`src/rtl/rtc_core_pkg.sv`:
```
package rtc_core_pkg;

    localparam int HALF_W = 16;
    localparam int WORD_W = 2 * HALF_W;

    // Register byte offsets
    localparam int OFF_CTRL   = 'h00;
    localparam int OFF_ARM    = 'h04;
    localparam int OFF_WLO    = 'h10;
    localparam int OFF_WHI    = 'h14;
    localparam int OFF_RLO    = 'h24;
    localparam int OFF_RHI    = 'h28;
    localparam int OFF_SLO    = 'h30;
    localparam int OFF_SHI    = 'h34;
    localparam int OFF_TRIG   = 'h38;

    // Control bit positions
    localparam int CB_BASE_WR = 1;
    localparam int CB_BASE_RD = 2;
    localparam int CB_CNT_CLR = 3;
    localparam int CB_F0_WR   = 5;
    localparam int CB_F1_WR   = 6;
    localparam int CB_F0_RD   = 7;
    localparam int CB_F1_RD   = 8;

    typedef enum logic [0:0] {
        SNAP_IDLE  = 1'b0,
        SNAP_ARMED = 1'b1
    } snap_state_e;

    typedef struct packed {
        logic base_wr;
        logic base_rd;
        logic cnt_clr;
        logic f0_wr;
        logic f1_wr;
        logic f0_rd;
        logic f1_rd;
        logic cnt_arm;
    } commit_ops_t;

endpackage

```
`src/rtl/rtc_ctrl_regs.sv`:
```
module rtc_ctrl_regs
    import rtc_core_pkg::*;
#(
    parameter int ADDR_W = 8
) (
    input  logic                clk,
    input  logic                rst_n,
    input  logic                bus_wr,
    input  logic [ADDR_W-1:0]   bus_addr,
    input  logic [HALF_W-1:0]   bus_wdata,
    input  logic                commit,
    output logic [HALF_W-1:0]   ctrl_o,
    output logic                arm_req_o,
    output logic [WORD_W-1:0]   wdata_o,
    output commit_ops_t         ops_o,
    output logic                trig_o
);

    logic [HALF_W-1:0] ctrl_q;
    logic              arm_q;
    logic [HALF_W-1:0] wlo_q;
    logic [HALF_W-1:0] whi_q;

    always_ff @(posedge clk or negedge rst_n) begin
        if (!rst_n) begin
            ctrl_q <= '0;
            arm_q  <= 1'b0;
            wlo_q  <= '0;
            whi_q  <= '0;
        end else if (bus_wr) begin
            if (bus_addr == ADDR_W'(OFF_CTRL)) ctrl_q <= bus_wdata;
            if (bus_addr == ADDR_W'(OFF_ARM))  arm_q  <= bus_wdata[0];
            if (bus_addr == ADDR_W'(OFF_WLO))  wlo_q  <= bus_wdata;
            if (bus_addr == ADDR_W'(OFF_WHI))  whi_q  <= bus_wdata;
        end
    end

    always_comb begin
        ops_o = '0;
        if (commit) begin
            ops_o.base_wr = ctrl_q[CB_BASE_WR];
            ops_o.base_rd = ctrl_q[CB_BASE_RD];
            ops_o.cnt_clr = ctrl_q[CB_CNT_CLR];
            ops_o.f0_wr   = ctrl_q[CB_F0_WR];
            ops_o.f1_wr   = ctrl_q[CB_F1_WR];
            ops_o.f0_rd   = ctrl_q[CB_F0_RD];
            ops_o.f1_rd   = ctrl_q[CB_F1_RD];
            ops_o.cnt_arm = arm_q;
        end
    end

    assign trig_o    = bus_wr && (bus_addr == ADDR_W'(OFF_TRIG)) && bus_wdata[0];
    assign ctrl_o    = ctrl_q;
    assign arm_req_o = arm_q;
    assign wdata_o   = {whi_q, wlo_q};

endmodule

```
`src/rtl/rtc_value_store.sv`:
```
module rtc_value_store
    import rtc_core_pkg::*;
(
    input  logic              clk,
    input  logic              rst_n,
    input  commit_ops_t       ops_i,
    input  logic [WORD_W-1:0] wdata_i,
    output logic [WORD_W-1:0] base_o,
    output logic [WORD_W-1:0] rdata_o
);

    logic [WORD_W-1:0] base_q;
    logic [WORD_W-1:0] flag0_q;
    logic [WORD_W-1:0] flag1_q;
    logic [WORD_W-1:0] rdata_q;

    always_ff @(posedge clk or negedge rst_n) begin
        if (!rst_n) begin
            base_q  <= '0;
            flag0_q <= '0;
            flag1_q <= '0;
            rdata_q <= '0;
        end else begin
            if (ops_i.base_wr) base_q  <= wdata_i;
            if (ops_i.f0_wr)   flag0_q <= wdata_i;
            if (ops_i.f1_wr)   flag1_q <= wdata_i;
            // Read priority: base, then flag 0, then flag 1; pre-commit values
            if (ops_i.base_rd)    rdata_q <= base_q;
            else if (ops_i.f0_rd) rdata_q <= flag0_q;
            else if (ops_i.f1_rd) rdata_q <= flag1_q;
        end
    end

    assign base_o  = base_q;
    assign rdata_o = rdata_q;

    // base moves only on a committed base write
    p_base_hold_r3: assert property (@(posedge clk) disable iff (!rst_n)
        !ops_i.base_wr |=> $stable(base_q));

    // flags move only on their committed write
    p_flag_hold_r7: assert property (@(posedge clk) disable iff (!rst_n)
        !(ops_i.f0_wr || ops_i.f1_wr) |=> ($stable(flag0_q) && $stable(flag1_q)));

    // read data moves only on a committed read
    p_rdata_hold_r8: assert property (@(posedge clk) disable iff (!rst_n)
        !(ops_i.base_rd || ops_i.f0_rd || ops_i.f1_rd) |=> $stable(rdata_q));

endmodule

```
`src/rtl/rtc_sec_counter.sv`:
```
module rtc_sec_counter
    import rtc_core_pkg::*;
#(
    parameter int TICK_DIV = 32768
) (
    input  logic              clk,
    input  logic              rst_n,
    input  logic              clr_i,
    input  logic              arm_i,
    input  logic              trig_i,
    output logic [WORD_W-1:0] cnt_o,
    output logic [WORD_W-1:0] snap_o
);

    localparam int DIV_W = (TICK_DIV > 1) ? $clog2(TICK_DIV) : 1;
    localparam logic [DIV_W-1:0] DIV_LAST = DIV_W'(TICK_DIV - 1);

    logic [DIV_W-1:0]  div_q;
    logic [WORD_W-1:0] cnt_q;
    logic [WORD_W-1:0] snap_q;
    snap_state_e       state_q, state_d;
    logic              take_snap;

    // Divider and seconds counter
    always_ff @(posedge clk or negedge rst_n) begin
        if (!rst_n) begin
            div_q <= '0;
            cnt_q <= '0;
        end else if (clr_i) begin
            div_q <= '0;
            cnt_q <= '0;
        end else if (div_q == DIV_LAST) begin
            div_q <= '0;
            cnt_q <= cnt_q + 1'b1;
        end else begin
            div_q <= div_q + 1'b1;
        end
    end

    // Snapshot state register
    always_ff @(posedge clk or negedge rst_n) begin
        if (!rst_n) state_q <= SNAP_IDLE;
        else        state_q <= state_d;
    end

    // Snapshot next state and output
    always_comb begin
        state_d   = state_q;
        take_snap = 1'b0;
        unique case (state_q)
            SNAP_IDLE: begin
                if (arm_i) state_d = SNAP_ARMED;
            end
            SNAP_ARMED: begin
                if (trig_i) begin
                    take_snap = 1'b1;
                    if (!arm_i) state_d = SNAP_IDLE;
                end
            end
            default: state_d = SNAP_IDLE;
        endcase
    end

    always_ff @(posedge clk or negedge rst_n) begin
        if (!rst_n)         snap_q <= '0;
        else if (take_snap) snap_q <= cnt_q;
    end

    assign cnt_o  = cnt_q;
    assign snap_o = snap_q;

    // counter never jumps by more than one second per cycle
    p_cnt_step_r5: assert property (@(posedge clk) disable iff (!rst_n)
        !clr_i |=> (cnt_q == $past(cnt_q) || cnt_q == $past(cnt_q) + 1'b1));

    // a clear leaves the counter at zero
    p_cnt_clear_r4: assert property (@(posedge clk) disable iff (!rst_n)
        clr_i |=> (cnt_q == '0));

    // snapshot holds unless armed and triggered
    p_snap_hold_r9: assert property (@(posedge clk) disable iff (!rst_n)
        !(state_q == SNAP_ARMED && trig_i) |=> $stable(snap_q));

endmodule

```
`src/rtl/rtc_base_counter_core.sv`:
```
module rtc_base_counter_core
    import rtc_core_pkg::*;
#(
    parameter int ADDR_W   = 8,
    parameter int TICK_DIV = 32768
) (
    input  logic              clk,
    input  logic              rst_n,
    input  logic              bus_wr,
    input  logic [ADDR_W-1:0] bus_addr,
    input  logic [15:0]       bus_wdata,
    output logic [15:0]       bus_rdata,
    input  logic              commit,
    output logic [31:0]       time_sec
);

    logic [HALF_W-1:0] ctrl;
    logic              arm_req;
    logic [WORD_W-1:0] wdata;
    commit_ops_t       ops;
    logic              trig;
    logic [WORD_W-1:0] base;
    logic [WORD_W-1:0] rdata;
    logic [WORD_W-1:0] cnt;
    logic [WORD_W-1:0] snap;

    rtc_ctrl_regs #(.ADDR_W(ADDR_W)) u_ctrl (
        .clk       (clk),
        .rst_n     (rst_n),
        .bus_wr    (bus_wr),
        .bus_addr  (bus_addr),
        .bus_wdata (bus_wdata),
        .commit    (commit),
        .ctrl_o    (ctrl),
        .arm_req_o (arm_req),
        .wdata_o   (wdata),
        .ops_o     (ops),
        .trig_o    (trig)
    );

    rtc_value_store u_store (
        .clk     (clk),
        .rst_n   (rst_n),
        .ops_i   (ops),
        .wdata_i (wdata),
        .base_o  (base),
        .rdata_o (rdata)
    );

    rtc_sec_counter #(.TICK_DIV(TICK_DIV)) u_cnt (
        .clk    (clk),
        .rst_n  (rst_n),
        .clr_i  (ops.cnt_clr),
        .arm_i  (ops.cnt_arm),
        .trig_i (trig),
        .cnt_o  (cnt),
        .snap_o (snap)
    );

    assign time_sec = base + cnt;

    always_comb begin
        unique case (bus_addr)
            ADDR_W'(OFF_CTRL): bus_rdata = ctrl;
            ADDR_W'(OFF_ARM):  bus_rdata = {{(HALF_W-1){1'b0}}, arm_req};
            ADDR_W'(OFF_WLO):  bus_rdata = wdata[HALF_W-1:0];
            ADDR_W'(OFF_WHI):  bus_rdata = wdata[WORD_W-1:HALF_W];
            ADDR_W'(OFF_RLO):  bus_rdata = rdata[HALF_W-1:0];
            ADDR_W'(OFF_RHI):  bus_rdata = rdata[WORD_W-1:HALF_W];
            ADDR_W'(OFF_SLO):  bus_rdata = snap[HALF_W-1:0];
            ADDR_W'(OFF_SHI):  bus_rdata = snap[WORD_W-1:HALF_W];
            default:           bus_rdata = '0;
        endcase
    end

    // with no commit, the reported time moves by at most one second
    p_no_commit_jump_r11: assert property (@(posedge clk) disable iff (!rst_n)
        !commit |=> (time_sec == $past(time_sec) || time_sec == $past(time_sec) + 1'b1));

endmodule

```
`config.mk`:
```
export PLATFORM = sky130hd
export DESIGN_NAME = rtc_base_counter_core
export DESIGN_NICKNAME = d
export VERILOG_FILES = /design/src/rtl/rtc_core_pkg.sv /design/src/rtl/rtc_ctrl_regs.sv /design/src/rtl/rtc_value_store.sv /design/src/rtl/rtc_sec_counter.sv /design/src/rtl/rtc_base_counter_core.sv
export SDC_FILE = /design/constraint.sdc
export NUM_CORES = 1
export LEC_CHECK = 0
export BUFFER_PORTS_ARGS = -buffer_cell sky130_fd_sc_hd__buf_4
export CAP_MARGIN = 20
export CORE_MARGIN = 4
export CORE_UTILIZATION = 61
export DETAILED_ROUTE_END_ITERATION = 8
export PLACE_DENSITY = 0.84
export SYNTH_ARGS = -nofsm -noshare
export SYNTH_HDL_FRONTEND = slang
export SYNTH_SLANG_ARGS = --single-unit
```
`constraint.sdc`:
```
create_clock -name clk -period 3.7 [get_ports clk]
set_input_delay 0.37 -clock clk [delete_from_list [all_inputs] [get_ports clk]]
set_output_delay 0.37 -clock clk [all_outputs]
set_load 0.02 [all_outputs]
```
* Word level (Yosys, flattened, before mapping)
Cells that the tools add are included.
Operators by class: muxes and demuxes 14, bitwise operators 1, equal/unequal tests 9, add/sub/neg operators 3, reduce and logical (&&, ||, !) cells 9
Operators by type and width (count):
- $mux W32 | 5
- $pmux W16 S8 | 1
- $eq A8 B6 Y1 const B | 5
- $add A32 B1 Y32 const B | 1
- $add A32 B32 Y32 | 1
- $mux W15 | 2
- $eq A8 B5 Y1 const B | 2
- $add A15 B1 Y15 const B | 1
- $eq A15 B15 Y1 const B | 1
- $eq A8 B3 Y1 const B | 1
- $logic_not A8 Y1 | 1
- $mux W8 | 1
- $reduce_and A2 Y1 | 4
- $mux W1 | 4
- $reduce_bool A3 Y1 | 1
- $logic_and A1 B1 Y1 | 2
- $pmux W1 S2 | 1
- $reduce_bool A2 Y1 | 1
- $not A1 Y1 | 1
Word-level totals: register bits after elaboration 257, input bits 28

* Logic depth before layout (Yosys ltp)
depth after elaboration 5, mapped depth 9, gate-level depth less buffers 9

* Modules after synthesis
From an unflattened synthesis, not the netlist that was laid out.
Second synthesis, totals: cell total of the unflattened synthesis 1151, area total of the unflattened synthesis 13595.5 um^2
By module, submodules not included:
- rtc_value_store | times used 1, cells an instance 384, area each 5671.7 um^2
- rtc_sec_counter | times used 1, cells an instance 329, area each 3624.7 um^2
- rtc_base_counter_core | times used 1, cells an instance 318, area each 2324.7 um^2
- rtc_ctrl_regs | times used 1, cells an instance 120, area each 1974.4 um^2

* Worst setup path after synthesis
No wires, ideal clock.
path kind reg2out, start point register u_cnt.cnt_q[6] (netlist: u_cnt.cnt_o[6]), end point output port time_sec[16], slack 0.636 ns, data arrival time 2.694 ns, buffers on the path 1, stages on the path, launching flop included 10, cell sequence dfrtp_1 -> ha_1 -> clkbuf_1 -> nand4_1 -> or3b_2 -> and3_1 -> o31ai_1 -> a21oi_1 -> o21ai_0 -> xor2_1
On the way: longest elaborated chain between the ends 1
Ends and longest elaborated chain:
- from (decl) | RTL line rtc_sec_counter.sv:19 | logic [WORD_W-1:0] cnt_q;
- from (signal assigned) | RTL line rtc_sec_counter.sv:34 | cnt_q <= cnt_q + 1'b1;
- $add A32 B32 Y32 | RTL line rtc_base_counter_core.sv:60 | assign time_sec = base + cnt;
- to (decl) | RTL line rtc_base_counter_core.sv:14 | output logic [31:0] time_sec
No other way between the ends.

* Worst setup path after layout
start point register u_cnt.cnt_q[0] (netlist: u_cnt.cnt_o[0]), end point output port time_sec[30]
The elaborated chain is that of the path after synthesis.

==> run metrics <==
combinational family with the most area after synthesis=multiplexers; synth-to-layout area growth=15.4%; worst endpoint required time=between 3 and 4 ns; CTS Buf Count=26; # setup viols final=0; YS warnings=0; Leak=7.18 nW; vias in the first global route=a little over 10000; Vias/cell=between 6 and 7; Die Y-Extent=~150 um; GRT Overall Usage=0.300; cell chain of the critical path=ha_2, fa_1, a21oi_1, or3b_2, a31oi_1, nor3_1, buf_4, o21ai_2, a41oi_1, xnor2_1, buf_4; max-capacitance violation count=0; mux cell area share after synthesis=0.154; HPWL Detailed=around 24000 um; most frequent cells after synthesis=dfrtp_1, mux2_2, nand2_1; Seq/Total Area, Yosys=0.502; Most used DFF post-synth=dfrtp_1; area of the core=around 20000 um^2; top cells by area, synth=dfrtp_1, mux2_2, a21oi_1; area taken by multi-input logic gates=between 6000 and 7000 um^2; final WL=35600 um; Hold Fails Final Rpt=0; Cell variety after synth=60; area share of xor/xnor cells in the synthesized design=0.0438; EDFF count, synth=0; die area=about 23000 um^2; Startpoint Class=flip-flop; Worst-path clk slew=approximately 0.06 ns; Synth Register Bits=between 200 and 300; top-area cell type share of the netlist area=0.502; crit path max fanout=5; largest net degree at the start of global routing=84; Adder-Cell Fraction of Synth Area=0.0338; # fillers=1443; drt pass-1 iters=7; Slew headroom=0.385; Synth Area in Compound Gates=0.123; maximum clock frequency=roughly 270 MHz; total power=between 0.006 and 0.007 W; Starting Density=0.627; period utilisation layout=0.985; post-route cell area=about 15000 um^2; outcome=finished, final reports clean; ANT nets after route=0; Power Density=414 nW/um^2; Mapped Nets=1240; slowest CP cell=dfrtp_2; Top delay family on crit path=compound AO/OA/AOI/OAI gates; Post-Route Skew=roughly 0.019 ns; clk root buf=clkbuf_16; Netlist Area Pre-Place=between 10000 and 15000 um^2; worst skew pair latency=approximately 0.54 ns; GRT overflow=0; Wirelength per Cell=23.1 um; Pins Over Slew Limit=0; most common cell in the synthesized netlist=dfrtp_1; via count=between 10000 and 15000; most frequent CP cell=buf_4; width of the die=roughly 150 um; final worst slack=between 0.05 and 0.06 ns; Boundary Pins=76; CTS tree=built; H-tree depth reported by CTS=1; Buffers on Ports=75; Setup Crit Path Kind=flip-flop to output pin; post-synthesis simple-gate area fraction=0.123; FF+latch area=6440 um^2; Max rail drop VDD=roughly 0.35 mV; critical path buffer and inverter count=2; Yosys top cell by area=dfrtp_1; # DRC=0; FP Rows=52; Avg Inst Size Synth=approximately 11 um^2; slowest stage delay, CP=around 0.44 ns; clk buf depth=3; Diodes inserted=0; Reg2Reg Setup Slack=approximately 0.93 ns; drt initial violations=1295; Synth async-reset ratio=1.00; Place WS=between 0.3 and 0.4 ns; Sink Count=approximately 260; min-delay worst type=primary input to flip-flop; Arr. time, crit path=about 3.3 ns; gp weighted congestion=roughly 0.93; Final Net Count=1312; Post-Place Cell Area=13700 um^2; CP endpoint kind=output pin; layout cells sized above 1=0.287; initial antenna violation count=0; first-pass GRT wire length=between 50000 and 60000 um; Worst Max-Slew Pin Slew=0.920 ns; min Tclk post-route=3.65 ns; cells after synthesis=about 1200
kinds of logic after synthesis:
logic type | Yosys count
simple gates | 321
compound gates | 258
xor+xnor | 64
flops | 257
buf+inv | 69
mux | 175
fa+ha+maj | 34
registers in the layout, summed over array words and instances, names as in the netlist:
| name | count |
|---|---|
| u_ctrl.arm_req_o | 1 |
| u_cnt.snap_o | 32 |
| u_store.flag0_q | 32 |
| u_store.base_o | 32 |
| u_store.rdata_o | 32 |
| u_store.flag1_q | 32 |
| u_cnt.div_q | 15 |
| u_ctrl.ctrl_o | 16 |
| u_ctrl.whi_q | 16 |
| u_cnt.state_q | 1 |
| u_ctrl.wlo_q | 16 |
| u_cnt.cnt_o | 32 |
cells in the final DEF (no fill, tap or decap), types with 13 or more instances in the layout:
master     netlist  final
dfrtp_1        257    250
mux2_2         174    174
nand2_1        114    114
a21oi_1        110    108
buf_4            0    100
nand3_1         73     73
nor2_1          58     58
o21ai_0         57     57
xnor2_1         35     35
a22oi_1         31     31
xor2_1          29     29
clkbuf_16        0     26
ha_1            33     20
a222oi_1        16     16
a21o_1          14     14
and3_1          13     13
repair_timing:
| item | in CTS | in global routing |
|---|---|---|
| hold buffers | 1 | 0 |
| resized for setup | 5 | 29 |
| endpoints found under the hold margin | 77 | 0 |
| pin swaps | 3 | 5 |
| endpoints found under the setup margin | 6 | 9 |
| setup buffers | 1 | 2 |
routing by layer:
| layer | vias up | GRT usage | part of all wire |
|---|---|---|---|
| li1 | 4424 | - | - |
| met1 | 5048 | 0.423 | 0.41 |
| met2 | 525 | 0.483 | 0.47 |
| met3 | 102 | 0.0520 | 0.088 |
| met4 | 0 | 0.0895 | 0.026 |
| met5 | - | 0 | 0 |
path summary, 6_finish.rpt:
kind / startpoint / end / depth (start not counted)
max reg2reg: u_cnt.div_q[0] / u_cnt.cnt_o[23] / 7
max in group asynchronous: rst_n / u_store.flag0_q[12] / 3
min reg2reg: u_cnt.div_q[0] / u_cnt.div_q[0] / 1
min: bus_wdata[8] / u_ctrl.wlo_q[8] / 2
max: u_cnt.cnt_o[0] / time_sec[30] / 11
min in group asynchronous: rst_n / u_ctrl.ctrl_o[0] / 2
per-stage QoR:
stage | setup TNS [ns] | instances | util | hold WS (ns)
3_3_place_gp | 0 | 1488 | 0.670 | 0.397
4_1_cts | -0.0531 | 1538 | 0.715 | 0.0652
5_1_grt | -0.270 | 1540 | 0.723 | 0.0734
3_5_place_dp | 0 | 1488 | 0.670 | 0.398
2_1_floorplan | 0 | 1178 | - | 0.0744
6_report | 0 | 1540 | 0.723 | 0.0766
report_power, final:
group	internal, W	total, W	switching (W)
Clock	0.00154	0.00266	0.00112
Combinational	0.000171	0.000425	0.000254
Sequential	0.00292	0.00303	0.000111
Total	0.00463	0.00612	0.00148
layout make-up:
class	instances	area share
tap	270	0.0229
clock inverter	10	0.00805
inverter	10	0.00254
sequential	257	0.436
multi-input combinational	852	0.426
clock buffer	38	0.0505
timing repair buffer	103	0.0539
Note: power is estimated with default switching activity, not from simulation.
